--- src/rtl/sfreg_pkg.sv ---
// Shared types of the SPI flash register sequencer.
// Assumes: a single sequencer state machine uses these encodings.
package sfreg_pkg;

    // Phases of one register transaction
    typedef enum logic [2:0] {
        ST_IDLE = 3'd0,
        ST_TX   = 3'd1,
        ST_GAP  = 3'd2,
        ST_RX   = 3'd3,
        ST_END  = 3'd4
    } seq_state_t;

endpackage

--- src/rtl/sfreg_decode.sv ---
// Request decoder: extracts the command and the clamped phase lengths
// from the packed descriptor word and converts them to clock counts.
// Assumes: the limits fit in a 4-bit nibble field.
module sfreg_decode #(
    parameter int ADDR_MAX = 4,
    parameter int WR_MAX   = 8,
    parameter int RD_MAX   = 8,
    parameter int CNT_W    = 7
) (
    input  logic [31:0]      req_word,
    output logic [7:0]       cmd,
    output logic [3:0]       n_addr,
    output logic             is_write,
    output logic [CNT_W-1:0] tx_bits,
    output logic [CNT_W-1:0] rx_bits
);

    logic [3:0] f_addr, f_wr, f_rd;
    logic [3:0] n_wr, n_rd;
    logic       unused_bits;

    assign f_addr      = req_word[7:4];
    assign f_wr        = req_word[11:8];
    assign f_rd        = req_word[15:12];
    assign cmd         = req_word[23:16];
    assign is_write    = req_word[30];
    assign unused_bits = ^{req_word[31], req_word[29:24], req_word[3:0]};

    // Clamp each byte count and form the clock counts of both phases
    always_comb begin
        n_addr  = (f_addr > 4'(ADDR_MAX)) ? 4'(ADDR_MAX) : f_addr;
        n_wr    = (f_wr   > 4'(WR_MAX))   ? 4'(WR_MAX)   : f_wr;
        n_rd    = (f_rd   > 4'(RD_MAX))   ? 4'(RD_MAX)   : f_rd;
        tx_bits = CNT_W'(8 + 8 * int'(n_addr) + 8 * int'(n_wr));
        rx_bits = is_write ? '0 : CNT_W'(8 * int'(n_rd));
    end

endmodule

--- src/rtl/sfreg_txpath.sv ---
// Transmit shifter: builds one left-aligned vector of command, address
// and write bytes at load time and shifts it out MSB first.
// Assumes: the sequencer stops shifting after the counted bits, so
// bytes past the requested lengths are never put on the line.
module sfreg_txpath #(
    parameter int ADDR_MAX = 4,
    parameter int WR_MAX   = 8
) (
    input  logic                  clk,
    input  logic                  rst_n,
    input  logic                  load,
    input  logic                  shift,
    input  logic [7:0]            cmd,
    input  logic [3:0]            n_addr,
    input  logic [8*ADDR_MAX-1:0] addr,
    input  logic [8*WR_MAX-1:0]   wdata,
    output logic                  di
);

    localparam int A_W   = 8 * ADDR_MAX;
    localparam int D_W   = 8 * WR_MAX;
    localparam int VEC_W = 8 + A_W + D_W;

    logic [D_W-1:0]   wrev;
    logic [A_W-1:0]   addr_al;
    logic [VEC_W-1:0] load_vec;
    logic [VEC_W-1:0] vec_q;

    // Reverse byte order so payload byte 0 leads
    for (genvar g = 0; g < WR_MAX; g++) begin : g_rev
        assign wrev[D_W-1-8*g -: 8] = wdata[8*g +: 8];
    end

    // Left-align the selected address bytes and splice the payload after them
    always_comb begin
        addr_al  = addr << (8 * (ADDR_MAX - int'(n_addr)));
        load_vec = {cmd, addr_al, {D_W{1'b0}}}
                 | ({wrev, {(8 + A_W){1'b0}}} >> (8 + 8 * int'(n_addr)));
    end

    // Hold and shift the outgoing bit stream
    always_ff @(posedge clk) begin
        if (!rst_n)     vec_q <= '0;
        else if (load)  vec_q <= load_vec;
        else if (shift) vec_q <= {vec_q[VEC_W-2:0], 1'b0};
    end

    assign di = vec_q[VEC_W-1];

endmodule

--- src/rtl/sfreg_rxpack.sv ---
// Receive packer: places each sampled bit into the result register,
// byte 0 first, with the first bit of a byte in its MSB.
// Assumes: clear and capture are never high together.
module sfreg_rxpack #(
    parameter int RD_MAX = 8
) (
    input  logic                clk,
    input  logic                rst_n,
    input  logic                clear,
    input  logic                capture,
    input  logic                bit_in,
    output logic [8*RD_MAX-1:0] result
);

    localparam int RES_W = 8 * RD_MAX;
    localparam int IDX_W = $clog2(RES_W + 1);
    localparam int POS_W = $clog2(RES_W);

    logic [IDX_W-1:0] idx_q;
    logic [POS_W-1:0] pos;

    assign pos = POS_W'({idx_q[IDX_W-1:3], ~idx_q[2:0]});

    // Clear on a new request, otherwise pack one sampled bit per capture
    always_ff @(posedge clk) begin
        if (!rst_n) begin
            result <= '0;
            idx_q  <= '0;
        end else if (clear) begin
            result <= '0;
            idx_q  <= '0;
        end else if (capture) begin
            result[pos] <= bit_in;
            idx_q       <= idx_q + IDX_W'(1);
        end
    end

    assert_rx_in_range_R3: assert property (@(posedge clk) disable iff (!rst_n)
        capture |-> (idx_q < IDX_W'(RES_W)));

    assert_clear_zero_R7: assert property (@(posedge clk) disable iff (!rst_n)
        clear |=> (result == '0));

endmodule

--- src/rtl/sfreg_seq.sv ---
// SPI flash register sequencer top: accepts one descriptor, runs the
// transmit, gap and receive phases with a half-rate mode-0 clock and
// raises done as chip select returns high.
// Assumes: gap_len and the request inputs are held stable only at start.
module sfreg_seq
    import sfreg_pkg::*;
#(
    parameter int ADDR_MAX = 4,
    parameter int WR_MAX   = 8,
    parameter int RD_MAX   = 8,
    parameter int GAP_W    = 4
) (
    input  logic                  clk,
    input  logic                  rst_n,
    input  logic                  start,
    input  logic [31:0]           req_word,
    input  logic [8*ADDR_MAX-1:0] req_addr,
    input  logic [8*WR_MAX-1:0]   req_wdata,
    input  logic [GAP_W-1:0]      gap_len,
    input  logic                  spi_do,
    output logic                  spi_cs_n,
    output logic                  spi_clk,
    output logic                  spi_di,
    output logic                  spi_di_oe,
    output logic                  busy,
    output logic                  done,
    output logic [8*RD_MAX-1:0]   result
);

    localparam int TX_MAX_BITS = 8 * (1 + ADDR_MAX + WR_MAX);
    localparam int CNT_W       = $clog2(TX_MAX_BITS + 1);

    seq_state_t       state_q;
    logic             sclk_q, cs_n_q, oe_q, done_q, wr_q;
    logic [CNT_W-1:0] cnt_q, rxb_q;
    logic [GAP_W-1:0] gcnt_q, gap_q;

    logic [7:0]       dec_cmd;
    logic [3:0]       dec_naddr;
    logic             dec_write;
    logic [CNT_W-1:0] dec_tx, dec_rx;
    logic             accept, tx_shift, rx_capture;

    sfreg_decode #(
        .ADDR_MAX(ADDR_MAX), .WR_MAX(WR_MAX), .RD_MAX(RD_MAX), .CNT_W(CNT_W)
    ) u_decode (
        .req_word (req_word),
        .cmd      (dec_cmd),
        .n_addr   (dec_naddr),
        .is_write (dec_write),
        .tx_bits  (dec_tx),
        .rx_bits  (dec_rx)
    );

    assign accept     = start && (state_q == ST_IDLE);
    assign tx_shift   = (state_q == ST_TX) && sclk_q;
    assign rx_capture = (state_q == ST_RX) && !sclk_q;

    sfreg_txpath #(.ADDR_MAX(ADDR_MAX), .WR_MAX(WR_MAX)) u_txpath (
        .clk    (clk),
        .rst_n  (rst_n),
        .load   (accept),
        .shift  (tx_shift),
        .cmd    (dec_cmd),
        .n_addr (dec_naddr),
        .addr   (req_addr),
        .wdata  (req_wdata),
        .di     (spi_di)
    );

    sfreg_rxpack #(.RD_MAX(RD_MAX)) u_rxpack (
        .clk     (clk),
        .rst_n   (rst_n),
        .clear   (accept),
        .capture (rx_capture),
        .bit_in  (spi_do),
        .result  (result)
    );

    // Phase sequencing, clock generation and chip-select control
    always_ff @(posedge clk) begin
        if (!rst_n) begin
            state_q <= ST_IDLE;
            sclk_q  <= 1'b0;
            cs_n_q  <= 1'b1;
            oe_q    <= 1'b0;
            done_q  <= 1'b0;
            wr_q    <= 1'b0;
            cnt_q   <= '0;
            rxb_q   <= '0;
            gcnt_q  <= '0;
            gap_q   <= '0;
        end else begin
            done_q <= 1'b0;
            unique case (state_q)
                ST_IDLE: begin
                    if (start) begin
                        state_q <= ST_TX;
                        cs_n_q  <= 1'b0;
                        oe_q    <= 1'b1;
                        cnt_q   <= dec_tx;
                        rxb_q   <= dec_rx;
                        gap_q   <= gap_len;
                        wr_q    <= dec_write;
                    end
                end
                ST_TX: begin
                    if (!sclk_q) begin
                        sclk_q <= 1'b1;
                    end else begin
                        sclk_q <= 1'b0;
                        cnt_q  <= cnt_q - CNT_W'(1);
                        if (cnt_q == CNT_W'(1)) begin
                            if (rxb_q != '0) begin
                                oe_q  <= 1'b0;
                                cnt_q <= rxb_q;
                                if (gap_q == '0) begin
                                    state_q <= ST_RX;
                                end else begin
                                    state_q <= ST_GAP;
                                    gcnt_q  <= gap_q;
                                end
                            end else begin
                                state_q <= ST_END;
                            end
                        end
                    end
                end
                ST_GAP: begin
                    if (gcnt_q <= GAP_W'(1)) state_q <= ST_RX;
                    else                     gcnt_q  <= gcnt_q - GAP_W'(1);
                end
                ST_RX: begin
                    if (!sclk_q) begin
                        sclk_q <= 1'b1;
                    end else begin
                        sclk_q <= 1'b0;
                        cnt_q  <= cnt_q - CNT_W'(1);
                        if (cnt_q == CNT_W'(1)) state_q <= ST_END;
                    end
                end
                ST_END: begin
                    cs_n_q  <= 1'b1;
                    oe_q    <= 1'b0;
                    done_q  <= 1'b1;
                    state_q <= ST_IDLE;
                end
                default: state_q <= ST_IDLE;
            endcase
        end
    end

    assign spi_cs_n  = cs_n_q;
    assign spi_clk   = sclk_q;
    assign spi_di_oe = oe_q;
    assign busy      = (state_q != ST_IDLE);
    assign done      = done_q;

    assert_cs_rise_clk_low_R8: assert property (@(posedge clk) disable iff (!rst_n)
        $rose(cs_n_q) |-> !sclk_q);

    assert_idle_clk_low_R8: assert property (@(posedge clk) disable iff (!rst_n)
        cs_n_q |-> !sclk_q);

    assert_done_on_cs_rise_R8: assert property (@(posedge clk) disable iff (!rst_n)
        done_q |-> $rose(cs_n_q));

    assert_clk_high_one_R6: assert property (@(posedge clk) disable iff (!rst_n)
        (!cs_n_q && sclk_q) |=> !sclk_q);

    assert_write_drives_di_R4: assert property (@(posedge clk) disable iff (!rst_n)
        (!cs_n_q && wr_q) |-> oe_q);

    assert_gap_quiet_R5: assert property (@(posedge clk) disable iff (!rst_n)
        (state_q == ST_GAP) |-> (!sclk_q && !oe_q));

endmodule

--- config.mk ---
export PLATFORM = sky130hd
export DESIGN_NAME = sfreg_seq
export DESIGN_NICKNAME = d
export VERILOG_FILES = /design/src/rtl/sfreg_pkg.sv /design/src/rtl/sfreg_decode.sv /design/src/rtl/sfreg_txpath.sv /design/src/rtl/sfreg_rxpack.sv /design/src/rtl/sfreg_seq.sv
export SDC_FILE = /design/constraint.sdc
export NUM_CORES = 1
export LEC_CHECK = 0
export BUFFER_PORTS_ARGS = -buffer_cell sky130_fd_sc_hd__buf_4
export CAP_MARGIN = 20
export CORE_UTILIZATION = 45
export CTS_CLUSTER_DIAMETER = 50
export DETAILED_ROUTE_END_ITERATION = 7
export GPL_TIMING_DRIVEN = 0
export PLACE_DENSITY = 0.66
export SYNTH_ARGS = -nofsm -noshare
export SYNTH_HDL_FRONTEND = slang
export SYNTH_SLANG_ARGS = --single-unit
--- constraint.sdc ---
create_clock -name clk -period 3.71 [get_ports clk]
set_input_delay 0.1855 -clock clk [delete_from_list [all_inputs] [get_ports clk]]
set_output_delay 0.1855 -clock clk [all_outputs]
set_load 0.02 [all_outputs]
; ---- Word-level counts from Yosys, hierarchy flattened
; Index checks and enable logic that the tools add are counted.
[op_classes]
n_reduce_logical = 22
eq_ne = 14
addsub = 6
order_cmp = 6
bitwise_logic = 3
n_mux = 39
shifts = 2
[ops]
columns = cell, n
row1 = 104-bit 2-to-1 mux, 2
row2 = 104-bit OR, 1
row3 = 104-bit by 8-bit >> shifter with 104-bit output, 1
row4 = 64-bit bitwise mux, 1
row5 = 7-bit 2-to-1 mux, 6
row6 = 4-bit 2-to-1 mux, 8
row7 = 32-bit by 32-bit left shift with 32-bit output, 1
row8 = 3-bit 2-to-1 mux, 7
row9 = 7-bit one-hot mux with 3 select lines, 1
row10 = "2-bit inequality test, second input constant", 6
row11 = 3-bit one-hot mux with 4 select lines, 1
row12 = 6-bit AND reduction, 2
row13 = 1-bit 2-to-1 mux, 9
row14 = 3-bit nonzero test, 3
row15 = "4-bit by 7-bit adder with 8-bit output, first input constant", 1
row16 = "4-bit greater-than comparator, second input constant", 2
row17 = 4-bit one-hot mux with 2 select lines, 1
row18 = "7-bit by 1-bit adder with 7-bit output, second input constant", 1
row19 = 7-bit adder, 1
row20 = "7-bit by 1-bit == test with 1-bit output, second input constant", 1
row21 = "6-bit by 7-bit less-than comparator with 1-bit output, second input constant", 1
row22 = 7-bit nonzero test, 1
row23 = "7-bit by 1-bit subtractor with 7-bit output, second input constant", 1
row24 = 1-bit demux with 6-bit select, 1
row25 = 22 further kinds, 32
[word_totals]
input_bits = 136
output_inout_bits = 70
reg_bits = 204
wordCells = 104

; ---- Logic depth before layout (Yosys ltp)
; Gate-level depths: netlist (run 1).
[depth]
depth_word = 6
depth_mapped = 12
depth_no_buf = 9

; ---- Cells and area by module
; Synthesis (run 1) repeated with hierarchy kept, for this count alone.
[unflattened]
hier_cells = 1417
hier_area_um2 = 12668.4
[by_module_without_submodules]
columns = module, n_inst, seq_area_each_um2, area_each_um2, cells_per_inst
row1 = sfreg_txpath, 1, 2082.0, 7746.2, 850
row2 = sfreg_rxpack, 1, 1401.3, 3020.4, 327
row3 = sfreg_seq, 1, 580.6, 1594.0, 204
row4 = sfreg_decode, 1, 0.0, 307.8, 36

; ---- Worst setup path after synthesis (run 1)
; No wires, ideal clock.
[synth_path]
path_type = input to register
startpoint = input port req_word[7]
endpoint = register u_txpath.vec_q[83]
n_path_buf = 5
setup_time_ns = 0.122
t_arrival_ns = 2.727
stages = 11
path_slack_ns = 0.861
required_time_ns = 3.588
path_cell_list = or3b_2 buf_2 buf_1 buf_2 ha_1 clkbuf_1 o21a_1 o21ai_0 clkbuf_1 o22ai_1 o311a_1
[synth_between]
elab_chain_len = 6
word_cells_on_any_way = 8
cone_classes = add/sub: 2 / order compare: 1 / shift: 2 / mux: 2 / bitwise: 1
[synth_lines]
columns = item, line_no
row1 = "start, declared", sfreg_seq.sv:16  ; input logic [31:0] req_word,
row2 = 4-bit by 3-bit greater-than comparator with 1-bit output, sfreg_decode.sv:31  ; n_addr = (f_addr > 4'(ADDR_MAX)) ? 4'(ADDR_MAX) : f_addr;
row3 = 4-bit 2-to-1 mux *, sfreg_decode.sv:31
row4 = 4-bit by 7-bit adder with 8-bit output / 3-bit by 4-bit subtractor with 5-bit output (equally long branches), "sfreg_txpath.sv:38, sfreg_txpath.sv:36"
row5 = 104-bit by 8-bit >> shifter with 104-bit output / 32-bit by 32-bit left shift with 32-bit output (equally long branches), "sfreg_txpath.sv:38, sfreg_txpath.sv:36"
row6 = 104-bit OR *, sfreg_txpath.sv:38  ; | ({wrev, {(8 + A_W){1'b0}}} >> (8 + 8 * int'(n_addr)));
row7 = 104-bit 2-to-1 mux *, sfreg_txpath.sv:44  ; else if (load) vec_q <= load_vec;
row8 = "end signal, assigned", sfreg_txpath.sv:44
row9 = "end signal, assigned", sfreg_txpath.sv:45  ; else if (shift) vec_q <= {vec_q[VEC_W-2:0], 1'b0};
row10 = "end, declared", sfreg_txpath.sv:27  ; logic [VEC_W-1:0] vec_q;
; Mark *: on every way between the ends. The rest lies on a longest branch, timed or not.
; A chain may end at the register's enable or synchronous reset.

; ---- Worst setup path after layout (run 1)
; Ends and elaborated chain as after synthesis.

==> impl_summary.md, run 1 <==
Global route
The global router's overall resource usage is approximately a third. The pin count of the biggest net entering global routing is 19. The number of global-route vias before repair was about 12000. The total grt overflow is 0. The initial antenna violation count is 0. The first global-routing pass estimated 70.5 mm of wire.

Cells and area
The area growth from synthesis to final layout is 21.5%. The antenna diode count is 0. The share of the core filled with cells in the final layout is 56.2%. The library cell used most frequently in the layout, excluding fill and tap cells, is dfxtp_1. In the final layout, the multi-input gates occupy 7060 um2.

After the last flow step, the layout net total stands at 1785. The register cell area after layout is 4000 um2. The count of filler cells inserted in the layout is between 2000 and 2500. In the layout the commonest cells are dfxtp_1, buf_4, nand2_1, a21oi_1, o21ai_0. The fraction of final layout cells with drive strength greater than 1 is 20.3%.

Logic synthesis
Among all flip-flop cells after synthesis, the most frequent one is dfxtp_1. Sequential cells were found to cover 34.2% of the synthesized design area. The average cell area after synthesis is ~8.3 um2. By area the synthesized netlist is led by dfxtp_1, a21oi_1, o21ai_0. The flip-flop and latch count after synthesis is 200. The cell area that synthesis handed to floorplanning was around 12000 um2. The biggest area consumer among synthesized cells is dfxtp_1. For this run, the number of Yosys warnings is 0. The async set-reset flop share out of synthesis is 0%. The share of the synthesized area in the top cell type is between 30% and 40%. The number of enable-type register cells in the synthesized netlist is 0. The number of distinct library cell variants in the gate-level netlist after synthesis is 73. In the synthesized netlist, the number of instances is 1417. The synthesized netlist net count is 1564.

Critical path
The signal on the critical path passes through buf_4 > nor3b_1 > buf_2 > buf_2 > clkbuf_1 > ha_1 > buf_2 > clkinv_1 > o21ai_0 > clkbuf_1 > o22ai_1 > o311a_1. The buffers plus inverters on the worst setup path is 7. For the worst setup path, the data required time is between 4 and 5 ns. The largest individual stage delay along the critical path comes from the cell clkbuf_1. The cell repeated most along the worst path is buf_2. The critical path endpoint category is a register. Across all register-to-register paths, the minimum setup slack is 0.99 ns. The startpoint identified for the worst register-to-register timing path is state_q[0]. The destination of the worst register-to-register timing path is u_txpath.vec_q[30].

The arrival time at the worst endpoint is 3.82 ns. STA classifies the critical path startpoint as an input port. The total stage count of the critical path is 12.

The most critical setup path has its endpoint at u_txpath.vec_q[83]. For the worst flop-to-flop path, the logic depth is 6. The most critical setup path has its startpoint at req_word[7]. The critical path in this run is classified as input port to register.

Of all nets on the critical path, the largest fanout is 10. Grouping stages by cell kind, the critical path spends the most delay in buffers and inverters. The delay contributed by the slowest stage of the critical path is 0.52 ns.

Die
The initial cell density of the core is 46.2%. In this run the standard cell core region covers ~25000 um2. The count of pins on the block boundary is 206. After floorplanning, the core was divided into 58 placement rows. The x dimension of the die is 163 um.

The height of the die is 163 um. The floorplan die area is 26700 um2.

Route
The post-detailed-route count of antenna-violating nets is 0. The final route contains 13000 vias. After detailed routing, the average wire length per cell comes to about 24 um. The remaining design rule violation count is 0.

The average vias per placed instance is around 6.6. The number of DRC markers in iteration 0 is 1836. The final wirelength is 47.1 mm. The first detailed-routing pass took 5 iterations.

CTS
The maximum clock path buffer count is 2. Post-CTS repair changed the size of 0 cells. The buffer type at the clock tree root is clkbuf_16. The post-CTS repair timing setup buffer count is 0. The clock net in this run drives a total of 200 sinks. The number of buffers created by CTS is 17. The CTS tree is yes. The hold buffer count at CTS is 6. The H-tree depth is 4. The later pin in the worst-skew pair is clocked with a latency of 0.45 ns.

The clock-pin slew on the worst setup and hold paths is 0.08 ns.

STA
The final number of setup-violating endpoints is 0. For the pin with the worst max-slew slack, the measured transition is about 1.1 ns. The count of final max-slew check failures is 0. In this run the tightest slew margin relative to its limit is about a quarter. After layout, the minimum clock period comes to 3.50 ns.

Setup repair after global routing left no endpoint under its margin. After layout, the worst path uses 94.3% of the clock period. The worst setup margin is between 0.2 and 0.25 ns. The count of final hold-check violations is 0. Derived from the worst setup path, the maximum achievable clock frequency is 286 MHz. The final setup skew is 0.0149 ns.

Power and ir drop
The total power per unit cell area is 406 nW/um2. The peak supply drop is ~0.31 mV. The leakage power is 5.25 nW.

Outcome
The run finished with clean final reports.

Placed design
After legalization and detailed placement, the total HPWL measured 35.5 mm. The final weighted congestion in routability-driven placement is about 1.0. Port buffering added 192 buffers.

Prior to clock tree synthesis, the placed netlist has a worst setup slack of -0.134 ns.

Worst hold path
In this run the worst hold path is classified as input port to register.

Job
The max capacitance violation total is 0.
==> Yosys cell counts (all sizes together) (9+ instances only) <==
cell	number
a211oi	11
a21oi	145
a221oi	17
a22o	14
a22oi	20
a31oi	27
a41oi	9
and2	9
buf	55
clkbuf	84
dfxtp	200
ha	10
inv	17
mux2	24
mux2i	58
mux4	29
nand2	160
nand3	101
nor2	49
nor2b	10
nor3	13
nor3b	13
o211ai	13
o21a	9
o21ai	133
o221ai	11
o22ai	17
o2bb2ai	9
o31a	16
or2	9
==> stage by stage <==
| stage | hold WS [ns] | cell area, um2 | instances | total power [mW] | TNS (ns) |
|---|---|---|---|---|---|
| global route | 0.000449 | 14200 | 1981 | 5.95 | 0 |
| global placement | 0.436 | 13600 | 1939 | 3.82 | -0.303 |
| floorplan | 0.321 | 11700 | 1417 | 3.30 | 0 |
| CTS | 0.000489 | 14200 | 1979 | 5.71 | 0 |
| detailed placement | 0.445 | 13600 | 1941 | 3.84 | -0.809 |
| finish | 0.00714 | 14200 | 1981 | 5.77 | 0 |
==> cell families (layout without fill, tap and decap cells) <==
| family | after synthesis | after routing | share of synthesized area, % |
|---|---|---|---|
| AO/OA/AOI/OAI | 510 | 510 | 27.9 |
| AND/OR/NAND/NOR | 419 | 419 | 17.8 |
| flip-flops | 200 | 200 | 34.2 |
| buffers and inverters | 158 | 392 | 5.44 |
| multiplexers | 111 | 111 | 12.8 |
| adder cells (fa/ha/maj) | 11 | 11 | 1.24 |
| XOR/XNOR | 8 | 8 | 0.599 |
==> layout make-up <==
| cell class | instances | share of cell area (%) |
|---|---|---|
| Clock inverter | 12 | 0.915 |
| Multi-Input combinational cell | 1059 | 49.7 |
| Sequential cell | 200 | 28.2 |
| Buffer | 139 | 3.98 |
| Tap cell | 330 | 2.90 |
| Timing Repair Buffer | 202 | 10.7 |
| Clock buffer | 20 | 3.14 |
| Inverter | 19 | 0.501 |
==> per-layer routing <==
layer	GRT usage [%]	vias to the layer above	share of wire (%)
met4	13.1	0	3.7
li1	-	5772	-
met1	49.0	6193	41
met2	51.8	900	43
met3	8.28	147	13
met5	0	-	0
==> sequential cells by signal, indices dropped and copies added, names as in the netlist <==
signal and cells:
rxb_q 4, u_rxpack.idx_q 6, gap_q 4, spi_di_oe 1
done 1, gcnt_q 4, spi_clk 1, u_rxpack.result 64
u_txpath.vec_q 104, spi_cs_n 1, state_q 3, cnt_q 7
==> worst min-delay path by stage <==
stage	slack, ns	to	from	depth (start not counted)
after floorplan	0.32	gap_q[1]	gap_len[1]	2
after global placement	0.44	gap_q[2]	gap_len[2]	3
after detailed placement	0.44	gap_q[2]	gap_len[2]	3
after CTS	0.0005	u_txpath.vec_q[103]	req_word[23]	3
after global routing	0.0004	gap_q[3]	gap_len[3]	3
final	0.007	u_txpath.vec_q[99]	req_word[19]	3
==> worst register-to-register path: stages (launching register included) <==
cell and delay, ns:
dfxtp_1 0.31, buf_2 0.18, nor4b_4 0.68, clkbuf_1 0.42, buf_1 0.55, o21ai_0 0.32, a21oi_1 0.20
==> where the power goes <==
group	internal, mW	switching (mW)
Clock	0.972	0.945
Sequential	2.31	0.101
Combinational	0.545	0.896
Total	3.83	1.94
(Power assumes the default switching activity.)
==> inputs of run 2 (changes only) <==
CORE_ASPECT_RATIO = 1.1   (was not set)
CORE_UTILIZATION = 55   (was 45)
PLACE_DENSITY = 0.79   (was 0.66)
==> impl_summary.md, run 2 (synthesized netlist as in run 1, its figures left out) <==
Route
The via count is 13100 (was 13000). The average vias per placed instance is 6.77 (was 6.57). The number of DRC markers in iteration 0 is 1617 (was 1836). The routed length per instance is 23.1 um (was 23.8 um). The final wirelength is 44.8 mm (was 47.1 mm). The post-detailed-route count of antenna-violating nets came to 0 (unchanged).

The remaining design rule violation count is 0 (unchanged). The number of iterations in the first detailed-routing pass was 7 (was 5).

Die
The initial cell density of the core is 56.5% (was 46.2%). The count of pins on the block boundary is 206 (unchanged). The floorplan die area came to 21900 um2 (was 26700 um2). The height of the die is 155 um (was 163 um). The number of placement rows is 55 (was 58). The area of the core region was 20700 um2 (was 25300 um2). The x dimension of the die was 141 um (was 163 um).

Cells and area
The largest register by flop count is u_txpath.vec_q (unchanged). The register cell area after layout is 4000 um2 (unchanged). Top flop regs: u_txpath.vec_q x104, u_rxpack.result x64, cnt_q x7 (unchanged). Highest-count cells in the layout ignoring fill and taps: dfxtp_1, buf_4, nand2_1, a21oi_1, o21ai_0 (unchanged). The area of combinational cells with multiple inputs is 7060 um2 (unchanged). The number of flip-flops under the largest register name is 104 (unchanged). The most common cell after layout, fill and taps aside is dfxtp_1 (unchanged).

The area growth from synthesis to final layout was 21.5% (about the same). The antenna diode count is 0 (unchanged). The count of filler cells inserted in the layout is 1764 (was 2436).

The fraction of final layout cells with drive strength greater than 1 came to 20.3% (about the same). The number of nets in the layout is 1787 (was 1785).

STA
The final setup skew is 0.0122 ns (was 0.0149 ns). The headroom to the max-slew limit came to 25.0% (was 25.1%). The pin slew with the least headroom to its limit is 1.11 ns (was 1.12 ns). The count of final hold-check violations is 0 (unchanged). The period utilization is 92.9% (was 94.3%).

The time the final worst path needs with I/O delays and setup came to 3.45 ns (was 3.50 ns). The count of final max-slew check failures was 0 (unchanged). The upper clock frequency limit is 290 MHz (was 286 MHz). The final number of setup-violating endpoints is 0 (unchanged).

The worst hold slack after final layout is 0.0124 ns (was 0.00714 ns). RSZ-0062 raised after global routing: false (unchanged).

Critical path
The slowest cell on the critical path is nor4_1 (was clkbuf_1). The required time at the endpoint of the critical path is 4.09 ns (was 4.03 ns). The cell repeated most along the worst path was buf_2 (unchanged).

The type of origin of the critical path is an input port (unchanged). The cell family contributing the most delay on the critical path is simple AND/OR/NAND/NOR gates (was buffers and inverters). The largest fanout of any net on the critical path came to 10 (unchanged).

The delay contributed by the slowest stage of the critical path is 0.83 ns (was 0.52 ns). The type of the worst setup path is input port to register (unchanged). CP cell instances: buf_4 > or3b_2 > buf_2 > buf_1 > buf_2 > ha_1 > clkbuf_1 > nor4_1 > o21ai_1 > o22a_1 > a21oi_1 (was buf_4 > nor3b_1 > buf_2 > buf_2 > clkbuf_1 > ha_1 > buf_2 > clkinv_1 > o21ai_0 > clkbuf_1 > o22ai_1 > o311a_1). The arrival time at the worst endpoint is 3.83 ns (was 3.82 ns). The buffers plus inverters on the worst setup path is 5 (was 7). The critical path endpoint category is a register (unchanged).

CTS
The maximum clock path buffer count is 2 (unchanged). The insertion delay of the later-clocked pin in the worst-skew pair was 0.45 ns (about the same). The CTS tree is yes (unchanged). The buffer type at the clock tree root was clkbuf_16 (unchanged).

The post-CTS repair timing setup buffer count came to 0 (unchanged). The clock-pin slew on the worst setup and hold paths was 0.08 ns (about the same). The number of buffers created by CTS is 17 (unchanged). The total clock sinks is 200 (unchanged).

The H-tree depth came to 4 (unchanged).

Global route
The global-route wire length before repair came to 68.6 mm (was 70.5 mm). The initial antenna violation count is 0 (unchanged). The total grt overflow is 0 (unchanged). The global router's overall resource usage is 41.0% (was 35.0%). The number of global-route vias before repair came to 12500 (was 12000). The pin count of the biggest net entering global routing is 21 (was 19).

Outcome
Result of the run: finished, final reports clean (unchanged).

Job
The max capacitance violation total is 0 (unchanged).

Power and ir drop
The peak supply drop is 0.403 mV (was 0.314 mV). The total power of the final layout is 5.78 mW (was 5.77 mW). The leakage power was 5.27 nW (was 5.25 nW). The total power per unit cell area was 407 nW/um2 (was 406 nW/um2).

Placed design
The final HPWL from detailed placement is 33.3 mm (was 35.5 mm). The count of buffers inserted at the top-level ports was 192 (unchanged). The final weighted congestion in routability-driven placement came to 1.08 (was 1.00).

Worst hold path
The class of the tightest hold or removal check is input port to register (unchanged).
run 2: cell types whose count changed in the layout (fill, tap and decap cells not counted), sizes merged:
cell,before,now
clkinvlp,2,1
dlygate4sd3,7,11
clkbuf,105,100
inv,24,27
clkinv,4,5
run 2: what timing repair did:
item | 4_1_cts | 5_1_grt
gates resized for setup | 0 | 0
setup endpoints to repair | 0 | 2
endpoints found under the hold margin | 11 | 0
hold buffers | 11 | 0
run 2: stage by stage:
step | instance area (um2) | std cells | setup slack (ns) | TNS, ns | util, %
2_1_floorplan | 11700 | 1417 | 0.861 | 0 | -
3_3_place_gp | 13500 | 1894 | -0.0467 | -0.111 | 65.2
3_5_place_dp | 13500 | 1896 | -0.137 | -0.789 | 65.2
4_1_cts | 14200 | 1939 | 0.327 | 0 | 68.7
5_1_grt | 14200 | 1938 | 0.115 | 0 | 68.6
6_report | 14200 | 1938 | 0.262 | 0 | 68.6
run 2: final cells by class:
type                            count  area share (%)
Timing Repair Buffer              205            11.0
Sequential cell                   200            28.2
Clock inverter                     15            1.22
Inverter                           19           0.502
Tap cell                          285            2.51
Multi-Input combinational cell   1059            49.7
Buffer                            138            3.95
Clock buffer                       17            2.99
run 2: where the power goes:
group | internal, mW | total, mW | switching (mW) | leakage, nW
combinational | 0.547 | 1.43 | 0.886 | 3.35
sequential | 2.31 | 2.41 | 0.103 | 1.63
clock | 0.969 | 1.93 | 0.965 | 0.292
run 2: worst paths after layout:
check,end,startpoint,slack [ns],cells after the start
hold reg to reg,spi_cs_n,spi_cs_n,0.46,1
setup reg to reg,u_txpath.vec_q[32],state_q[1],1.00,7
hold / removal,rxb_q[3],req_word[12],0.01,3
setup / recovery,u_txpath.vec_q[67],req_word[7],0.26,11
run 2: metal layers:
layer | share of wire [%] | global-route usage [%]
met2 | 45 | 66.2
met5 | 0 | 0
met1 | 35 | 47.4
met3 | 13 | 10.8
met4 | 7.6 | 28.9
run 2: tightest hold or removal path: cells and delay by family:
kind	cells	cell delay, ns
AOI/OAI and AO/OA	1	0.06
buffers and inverters	1	0.11
and+or+nand+nor	1	0.06
